**src/rtl/adm_pkg.sv**
```systemverilog
package adm_pkg;
  // Width of the step exponent (step = minimum << exponent)
  localparam int SHIFT_W = 3;

  // Control-to-datapath strobe bundle
  typedef struct packed {
    logic               upd;    // enabled tick: apply an update
    logic               up;     // direction: 1 raises, 0 lowers
    logic [SHIFT_W-1:0] shift;  // current step exponent
  } stepCmd_t;
endpackage

```
**src/rtl/adm_step_ctrl.sv**
```systemverilog
module adm_step_ctrl
  import adm_pkg::*;
#(
  parameter int MAX_SHIFT = 4,
  parameter int HIST_LEN  = 4
) (
  input  logic     clk,
  input  logic     rst,
  input  logic     en,
  input  logic     bitIn,
  output stepCmd_t cmd
);
  localparam logic [SHIFT_W-1:0] SHIFT_CAP = SHIFT_W'(MAX_SHIFT);

  function automatic logic [HIST_LEN-1:0] altPattern();
    logic [HIST_LEN-1:0] r;
    for (int i = 0; i < HIST_LEN; i++) r[i] = (i % 2 == 0);
    return r;
  endfunction
  localparam logic [HIST_LEN-1:0] HIST_RST = altPattern();

  logic [HIST_LEN-1:0] histQ, histNext;
  logic [SHIFT_W-1:0]  shiftQ;
  logic                runFlag;

  always_comb begin
    histNext = {histQ[HIST_LEN-2:0], bitIn};
    runFlag  = (&histNext) | ~(|histNext);
  end

  always_ff @(posedge clk) begin
    if (rst) begin
      histQ  <= HIST_RST;
      shiftQ <= '0;
    end else if (en) begin
      histQ <= histNext;
      if (runFlag) begin
        if (shiftQ < SHIFT_CAP) shiftQ <= shiftQ + 1'b1;
      end else if (shiftQ != '0) begin
        shiftQ <= shiftQ - 1'b1;
      end
    end
  end

  always_comb begin
    cmd.upd   = en;
    cmd.up    = bitIn;
    cmd.shift = shiftQ;
  end

  // step exponent never passes its ceiling
  p_shift_cap_r4: assert property (@(posedge clk) disable iff (rst)
    shiftQ <= SHIFT_CAP);

  // step moves by at most one binary power per tick
  p_shift_slew_r5: assert property (@(posedge clk) disable iff (rst)
    en |=> (shiftQ == $past(shiftQ)) || (shiftQ == $past(shiftQ) + 1'b1)
        || (shiftQ == $past(shiftQ) - 1'b1));

  // history and step frozen while disabled
  p_hold_ctrl_r7: assert property (@(posedge clk) disable iff (rst)
    !en |=> $stable(shiftQ) && $stable(histQ));
endmodule

```
**src/rtl/adm_integ.sv**
```systemverilog
module adm_integ
  import adm_pkg::*;
#(
  parameter int W        = 16,
  parameter int STEP_MIN = 16
) (
  input  logic                clk,
  input  logic                rst,
  input  stepCmd_t            cmd,
  output logic signed [W-1:0] est
);
  localparam logic signed [W:0] POS_LIM = {2'b00, {(W-1){1'b1}}};
  localparam logic signed [W:0] NEG_LIM = {2'b11, {(W-1){1'b0}}};
  localparam logic signed [W:0] BASE    = (W+1)'(STEP_MIN);

  logic signed [W-1:0] estQ;
  logic signed [W:0]   stepVal, sum;
  logic signed [W-1:0] estNext;

  always_comb begin
    stepVal = BASE <<< cmd.shift;
    sum     = cmd.up ? ({estQ[W-1], estQ} + stepVal)
                     : ({estQ[W-1], estQ} - stepVal);
    if (sum > POS_LIM)      estNext = POS_LIM[W-1:0];
    else if (sum < NEG_LIM) estNext = NEG_LIM[W-1:0];
    else                    estNext = sum[W-1:0];
  end

  always_ff @(posedge clk) begin
    if (rst)          estQ <= '0;
    else if (cmd.upd) estQ <= estNext;
  end

  assign est = estQ;

  // a 1 never lowers the estimate
  p_up_dir_r3: assert property (@(posedge clk) disable iff (rst)
    cmd.upd && cmd.up |=> estQ >= $past(estQ));
  // a 0 never raises the estimate
  p_down_dir_r3: assert property (@(posedge clk) disable iff (rst)
    cmd.upd && !cmd.up |=> estQ <= $past(estQ));
  // no wrap from positive to negative
  p_no_wrap_hi_r6: assert property (@(posedge clk) disable iff (rst)
    cmd.upd && cmd.up && !estQ[W-1] |=> !estQ[W-1]);
  // no wrap from negative to positive
  p_no_wrap_lo_r6: assert property (@(posedge clk) disable iff (rst)
    cmd.upd && !cmd.up && estQ[W-1] |=> estQ[W-1]);
  // estimate frozen while disabled
  p_hold_est_r7: assert property (@(posedge clk) disable iff (rst)
    !cmd.upd |=> $stable(estQ));
endmodule

```
**src/rtl/adm_codec.sv**
```systemverilog
module adm_codec
  import adm_pkg::*;
#(
  parameter int W         = 16,
  parameter int STEP_MIN  = 16,
  parameter int MAX_SHIFT = 4,
  parameter int HIST_LEN  = 4
) (
  input  logic                clk,
  input  logic                rst,
  input  logic                sampleEn,
  input  logic signed [W-1:0] sampleIn,
  input  logic                decBitIn,
  output logic                encBit,
  output logic signed [W-1:0] encEstimate,
  output logic signed [W-1:0] decOut
);
  localparam int LANES = 2;  // lane 0 encodes, lane 1 decodes

  logic                laneBit [LANES];
  logic signed [W-1:0] laneEst [LANES];
  stepCmd_t            laneCmd [LANES];
  logic                encBitQ;

  for (genvar g = 0; g < LANES; g++) begin : g_lane
    if (g == 0) begin : g_enc
      assign laneBit[g] = (sampleIn >= laneEst[g]);
    end else begin : g_dec
      assign laneBit[g] = decBitIn;
    end

    adm_step_ctrl #(.MAX_SHIFT(MAX_SHIFT), .HIST_LEN(HIST_LEN)) u_ctrl (
      .clk(clk), .rst(rst), .en(sampleEn), .bitIn(laneBit[g]), .cmd(laneCmd[g]));

    adm_integ #(.W(W), .STEP_MIN(STEP_MIN)) u_integ (
      .clk(clk), .rst(rst), .cmd(laneCmd[g]), .est(laneEst[g]));
  end

  always_ff @(posedge clk) begin
    if (rst)           encBitQ <= 1'b0;
    else if (sampleEn) encBitQ <= laneBit[0];
  end

  assign encBit      = encBitQ;
  assign encEstimate = laneEst[0];
  assign decOut      = laneEst[1];

  // latched bit reflects the previous edge's comparison
  p_bit_latch_r2: assert property (@(posedge clk) disable iff (rst)
    sampleEn |=> encBit == ($past(sampleIn) >= $past(encEstimate)));
  // bit frozen while disabled
  p_bit_hold_r7: assert property (@(posedge clk) disable iff (rst)
    !sampleEn |=> $stable(encBit));
endmodule

```
**config.mk**
```make
export PLATFORM = sky130hd
export DESIGN_NAME = adm_codec
export DESIGN_NICKNAME = d
export VERILOG_FILES = /design/src/rtl/adm_pkg.sv /design/src/rtl/adm_step_ctrl.sv /design/src/rtl/adm_integ.sv /design/src/rtl/adm_codec.sv
export SDC_FILE = /design/constraint.sdc
export NUM_CORES = 1
export LEC_CHECK = 0
export BUFFER_PORTS_ARGS = -buffer_cell sky130_fd_sc_hd__buf_2
export CORE_MARGIN = 2
export CORE_UTILIZATION = 40
export CTS_BUF_LIST = sky130_fd_sc_hd__clkbuf_2 sky130_fd_sc_hd__clkbuf_4 sky130_fd_sc_hd__clkbuf_8
export CTS_CLUSTER_DIAMETER = 50
export CTS_CLUSTER_SIZE = 8
export DETAILED_ROUTE_END_ITERATION = 8
export PLACE_DENSITY = 0.62
export RECOVER_POWER = 50
export SYNTH_ARGS = -nofsm -noshare
export SYNTH_HDL_FRONTEND = slang
export SYNTH_HIERARCHICAL = 1
export SYNTH_SLANG_ARGS = --single-unit
```
**constraint.sdc**
```tcl
create_clock -name clk -period 5.3 [get_ports clk]
set_input_delay 1.06 -clock clk [delete_from_list [all_inputs] [get_ports clk]]
set_output_delay 1.06 -clock clk [all_outputs]
set_load 0.05 [all_outputs]
```
Word level (Yosys, flattened, before mapping)

Index checks and enable logic that the tools add are counted.
W data, S select, Z words.

Input port bits: 20
Register bits: 45

Bitwise logic cells: 4
Reductions and logical operators: 10
Add/subtract/negate cells: 8
Shift-type cells: 2
Muxes and demuxes: 12
Eq/ne operators: 2
$lt $le $gt $ge: 7

Operator list:

| kind                    | number |
|---|---|
| $mux W16                | 4 |
| $add A17 B17 Y17        | 2 |
| $gt A17 B16 Y1 const B  | 2 |
| $lt A17 B16 Y1 const B  | 2 |
| $mux W17                | 2 |
| $sshl A6 B3 Y17 const A | 2 |
| $sub A17 B17 Y17        | 2 |
| $mux W3                 | 6 |
| $ge A16 B16 Y1          | 1 |
| $reduce_and A4 Y1       | 2 |
| $reduce_or A4 Y1        | 2 |
| $add A3 B1 Y3 const B   | 2 |
| $lt A3 B3 Y1 const B    | 2 |
| $reduce_and A3 Y1       | 2 |
| $reduce_bool A3 Y1      | 2 |
| $sub A3 B1 Y3 const B   | 2 |
| $ne A2 B2 Y1 const B    | 2 |
| $reduce_bool A2 Y1      | 2 |
| $not A1 Y1              | 2 |
| $or A1 B1 Y1            | 2 |

Depth between registers and ports, before layout

Depth after elaboration: 6
Mapped depth: 22
Mapped depth without buffers: 18

By module

Netlist, hierarchy kept.

By module, submodules not included:

| module                        | seq. area each (um2) | area an instance (um2) | times used | cells each |
|---|---|---|---|---|
| adm_integ (g_lane[1].u_integ) | 260.2                | 1412.6                 | 1          | 171 |
| adm_integ (g_lane[0].u_integ) | 260.2                | 1360.1                 | 1          | 169 |
| adm_step_ctrl                 | 120.1                | 399.1                  | 2          | 42 |
| adm_codec                     | 20.0                 | 506.7                  | 1          | 73 |

Worst setup path before layout

Ideal clock, no wire load.

Kind: input port to flip-flop
Start point: input port sampleIn[14]
End point: register g_lane[0].u_integ.estQ[13]
Data arrival time: 4394 ps
Cell stages on the path: 20
Setup time: 119 ps
Data required time: 5181 ps
Slack: 788 ps
Cells stage by stage: ha_1 nand4_2 nor4_2 o21a_1 o21ai_0 nand3_1 buf_4 clkbuf_1 nand3_1 o21ai_0 inv_1 fa_1 nand2b_1 a21oi_1 o21ai_1 o211ai_1 xnor2_1 buf_2 a21oi_1 o221a_2

RTL lines:

| element              | RTL line        | text |
|---|---|---|
| start, declared      | adm_codec.sv:12 | `input logic signed [W-1:0] sampleIn,` |
| end signal, assigned | adm_integ.sv:31 | `else if (cmd.upd) estQ <= estNext;` |
| end, declared        | adm_integ.sv:16 | `logic signed [W-1:0] estQ;` |

==> impl_metrics.csv <==
group,metric,value,unit
timing,drv_slew,60,
global_routing,grt_antenna_before_repair,0,
synth,ys_types,72,
floorplan,core_area,0.00982,mm^2
route,vias,3689,
timing,hold_viol,0,
cells_and_area,ff_latch_area,781,um^2
critical_path,worstSetupStartpointType,"primary input",
critical_path,critical_path_peak_fanout,15,
cells_and_area,layout.cells.non_filler,665,
floorplan,rows,36,
cts,path_clk_slew,0.09,ns
cells_and_area,nFillCells,1059,
floorplan,die_x,105,um
timing,rsz0062_at_grt,"false",
timing,fin_skew,0.0140,ns
route,routed_via_density,5.55,
synth,ys_async_sr_fraction,0,%
synth,ys_seq_elements,39,
timing,setup_tns,0,ns
cells_and_area,layout-area-overhead-vs-synth,7.73,%
floorplan,initial_utilization,41.5,%
cts,cts_resized,0,
cts,cts_buffer_depth,2,
min_path,hold_path.class,"flop to flop",
timing,finalCriticalPeriod,4.58,ns
cts,cts_root_buf,"clkbuf_8",
place,place_inst,657,
synth,synthFlopType,"dfxtp_1",
floorplan,fp.dieH,105,um
outcome,violations,"capacitance limit, slew limit",
route,drtAntennaViolNets,0,
route,wl_per_cell,14.3,um
cts,cts_made_buffers,5,
place,port-buffer-count,52,
critical_path,cp_slowest_cell,"fa_1",
global_routing,grt_usage,17.4,%
route,routed_wl,9520,um
critical_path,cp.required,5.50,ns
power,p_leak,1.84,nW
power,vdd_drop_max,516,uV
cts,htreeDepth,2,
synth,synth_area,0.00408,mm^2
global_routing,grt_pass1_vias,3461,
timing,finalSetupViolCount,0,
critical_path,crit_type,"primary input to flop",
synth,synth_edf_count,0,
critical_path,path_delay_family,"compound AO/OA/AOI/OAI gates",
cts,insertion_delay,0.30,ns
cells_and_area,final_cell_mix,"46 x ha_1, 45 x a21oi_1, 43 x inv_1, 39 x dfxtp_1",
cells_and_area,fin_util,44.7,%
floorplan,dieArea,0.0110,mm^2
global_routing,grt_overflow_total,0,
cells_and_area,multiInputGateArea,0.00293,mm^2
route,drc_errors,0,
route,firstDrtPassIters,4,
critical_path,crit_top_cell,"o21ai_0",
cells_and_area,n_antenna_cell,0,
timing,tightest_slew,2.65,ns
critical_path,endpoint_kind,"flop",
timing,slew_headroom,-76.4,%
cts,cts_tree,"built",
synth,synthesis.nets,565,
outcome,status,"finished with violations",
floorplan,ios,53,
cts,post_cts_buffers,0,
cells_and_area,final_common_cell,"ha_1",
timing,setup_ws,0.724,ns
synth,syn_inst,497,
synth,syn_area_per_cell,8.20,um^2
synth,yosysSeqAreaShare,19.1,%
cts,cts_sinks,39,
cts,ctsHoldBuffers,0,
timing,fin_crit_sh,86.3,%
timing,max_freq,219,MHz
route,drtIter0Drc,140,
cells_and_area,drive_gt1_share,16.0,%
synth,yosys_warnings,6,
global_routing,grt_pass1_wl,16200,um
critical_path,slowest_delay,0.42,ns
place,hpwl,7170,um
critical_path,worstPathCellList,"buf_2, ha_1, nand4_2, nor3_1, o21a_1, o21ai_0, nand3_1, buf_4, nand3_1, o21ai_0, inv_1, fa_1, nand2b_1, a21oi_1, o21ai_1, o211ai_1, xnor2_1, buf_4, o21ai_0, o221a_1",
critical_path,cp_num_buf_inv,4,
cells_and_area,layout.nets,599,
global_routing,grt_start_max_net_pins,60,
power,power_density,669,mW/mm^2
place,gp_congestion,0.848,
job,max_cap_viol_count,1,
place,pre_cts_ws,0.554,ns
critical_path,arrival,4.77,ns
## stage by stage
step                      hold WS [ns]  power [mW]  cell area [um^2]
after global placement           0.495        2.70              4350
after floorplan                  0.483        2.35              4080
after CTS                        0.531        2.97              4440
final                            0.526        2.94              4390
after global routing             0.560        3.21              4390
after detailed placement         0.510        2.73              4350
## sequential cells by signal (all words and copies together), names as in the netlist
register,flops
encBit,1
g_lane.u_ctrl/histQ,6
g_lane.u_ctrl/shiftQ,6
g_lane.u_integ/est,26
## power breakdown
group | switching [mW] | leakage, nW | internal [mW]
Sequential | 0.133 | 0.324 | 0.384
Clock | 0.115 | 0.0491 | 0.103
Combinational | 1.39 | 1.47 | 0.816
## cell families after synthesis
kind of cell | synth area share [%]
compound gates | 29.0
xor+xnor | 6.38
fa+ha+maj | 18.0
buf+inv | 9.08
flops | 19.1
mux | 1.04
simple gates | 17.3
## final cells by class
| class | instances | area share [%] |
|---|---|---|
| tap | 133 | 3.79 |
| timing repair buffer | 58 | 5.95 |
| inverter | 45 | 3.85 |
| clock buffer | 7 | 1.91 |
| sequential | 39 | 17.8 |
| clock inverter | 1 | 0.114 |
| multi-input combinational | 382 | 66.6 |
## Yosys cell counts (3+ instances only)
| cell type | count | area [um^2] |
|---|---|---|
| a211o_1 | 6 | 52.6 |
| a211oi_1 | 8 | 60.1 |
| a211oi_2 | 9 | 113 |
| a21o_1 | 9 | 67.6 |
| a21oi_1 | 45 | 225 |
| a21oi_2 | 7 | 61.3 |
| a31oi_1 | 4 | 25.0 |
| and2_1 | 3 | 18.8 |
| buf_2 | 5 | 25.0 |
| buf_4 | 13 | 97.6 |
| buf_6 | 4 | 45.0 |
| clkbuf_1 | 9 | 33.8 |
| dfxtp_1 | 39 | 781 |
| ha_1 | 46 | 576 |
| inv_1 | 43 | 161 |
| maj3_1 | 3 | 30.0 |
| maj3_2 | 8 | 90.1 |
| nand2_1 | 35 | 131 |
| nand2b_1 | 7 | 43.8 |
| nand3_1 | 12 | 60.1 |
| nand4_1 | 5 | 31.3 |
| nor2_1 | 35 | 131 |
| nor2b_1 | 9 | 56.3 |
| nor3_1 | 4 | 20.0 |
| nor4_2 | 3 | 37.5 |
| o211a_1 | 3 | 30.0 |
| o211ai_1 | 3 | 22.5 |
| o21a_1 | 4 | 30.0 |
| o21ai_0 | 21 | 105 |
| o21ai_1 | 5 | 25.0 |
| o21bai_1 | 3 | 22.5 |
| o221a_1 | 4 | 45.0 |
| o221a_2 | 7 | 78.8 |
| xnor2_1 | 14 | 123 |
| xor2_1 | 12 | 105 |
## layer usage
layer / up-vias / global-route usage, % / part of all wire [%]
met2: 80 / 29.5 / 48
met1: 1744 / 23.2 / 47
li1: 1856 / - / -
met5: - / 0 / 0
met4: 0 / 4.67 / 1.2
met3: 9 / 2.25 / 3.4
## worst paths after layout
check	startpoint	endpoint	slack [ns]	depth (start not counted)
setup / recovery	sampleIn[15]	g_lane[0].u_integ/est[10]	0.72	20
hold / removal	g_lane[1].u_ctrl/histQ[1]	g_lane[1].u_ctrl/histQ[2]	0.53	1
setup reg to reg	g_lane[0].u_integ/est[15]	g_lane[0].u_integ/est[10]	1.02	20
hold reg to reg	g_lane[1].u_ctrl/histQ[1]	g_lane[1].u_ctrl/histQ[2]	0.53	1
(Power assumes the default switching activity.)
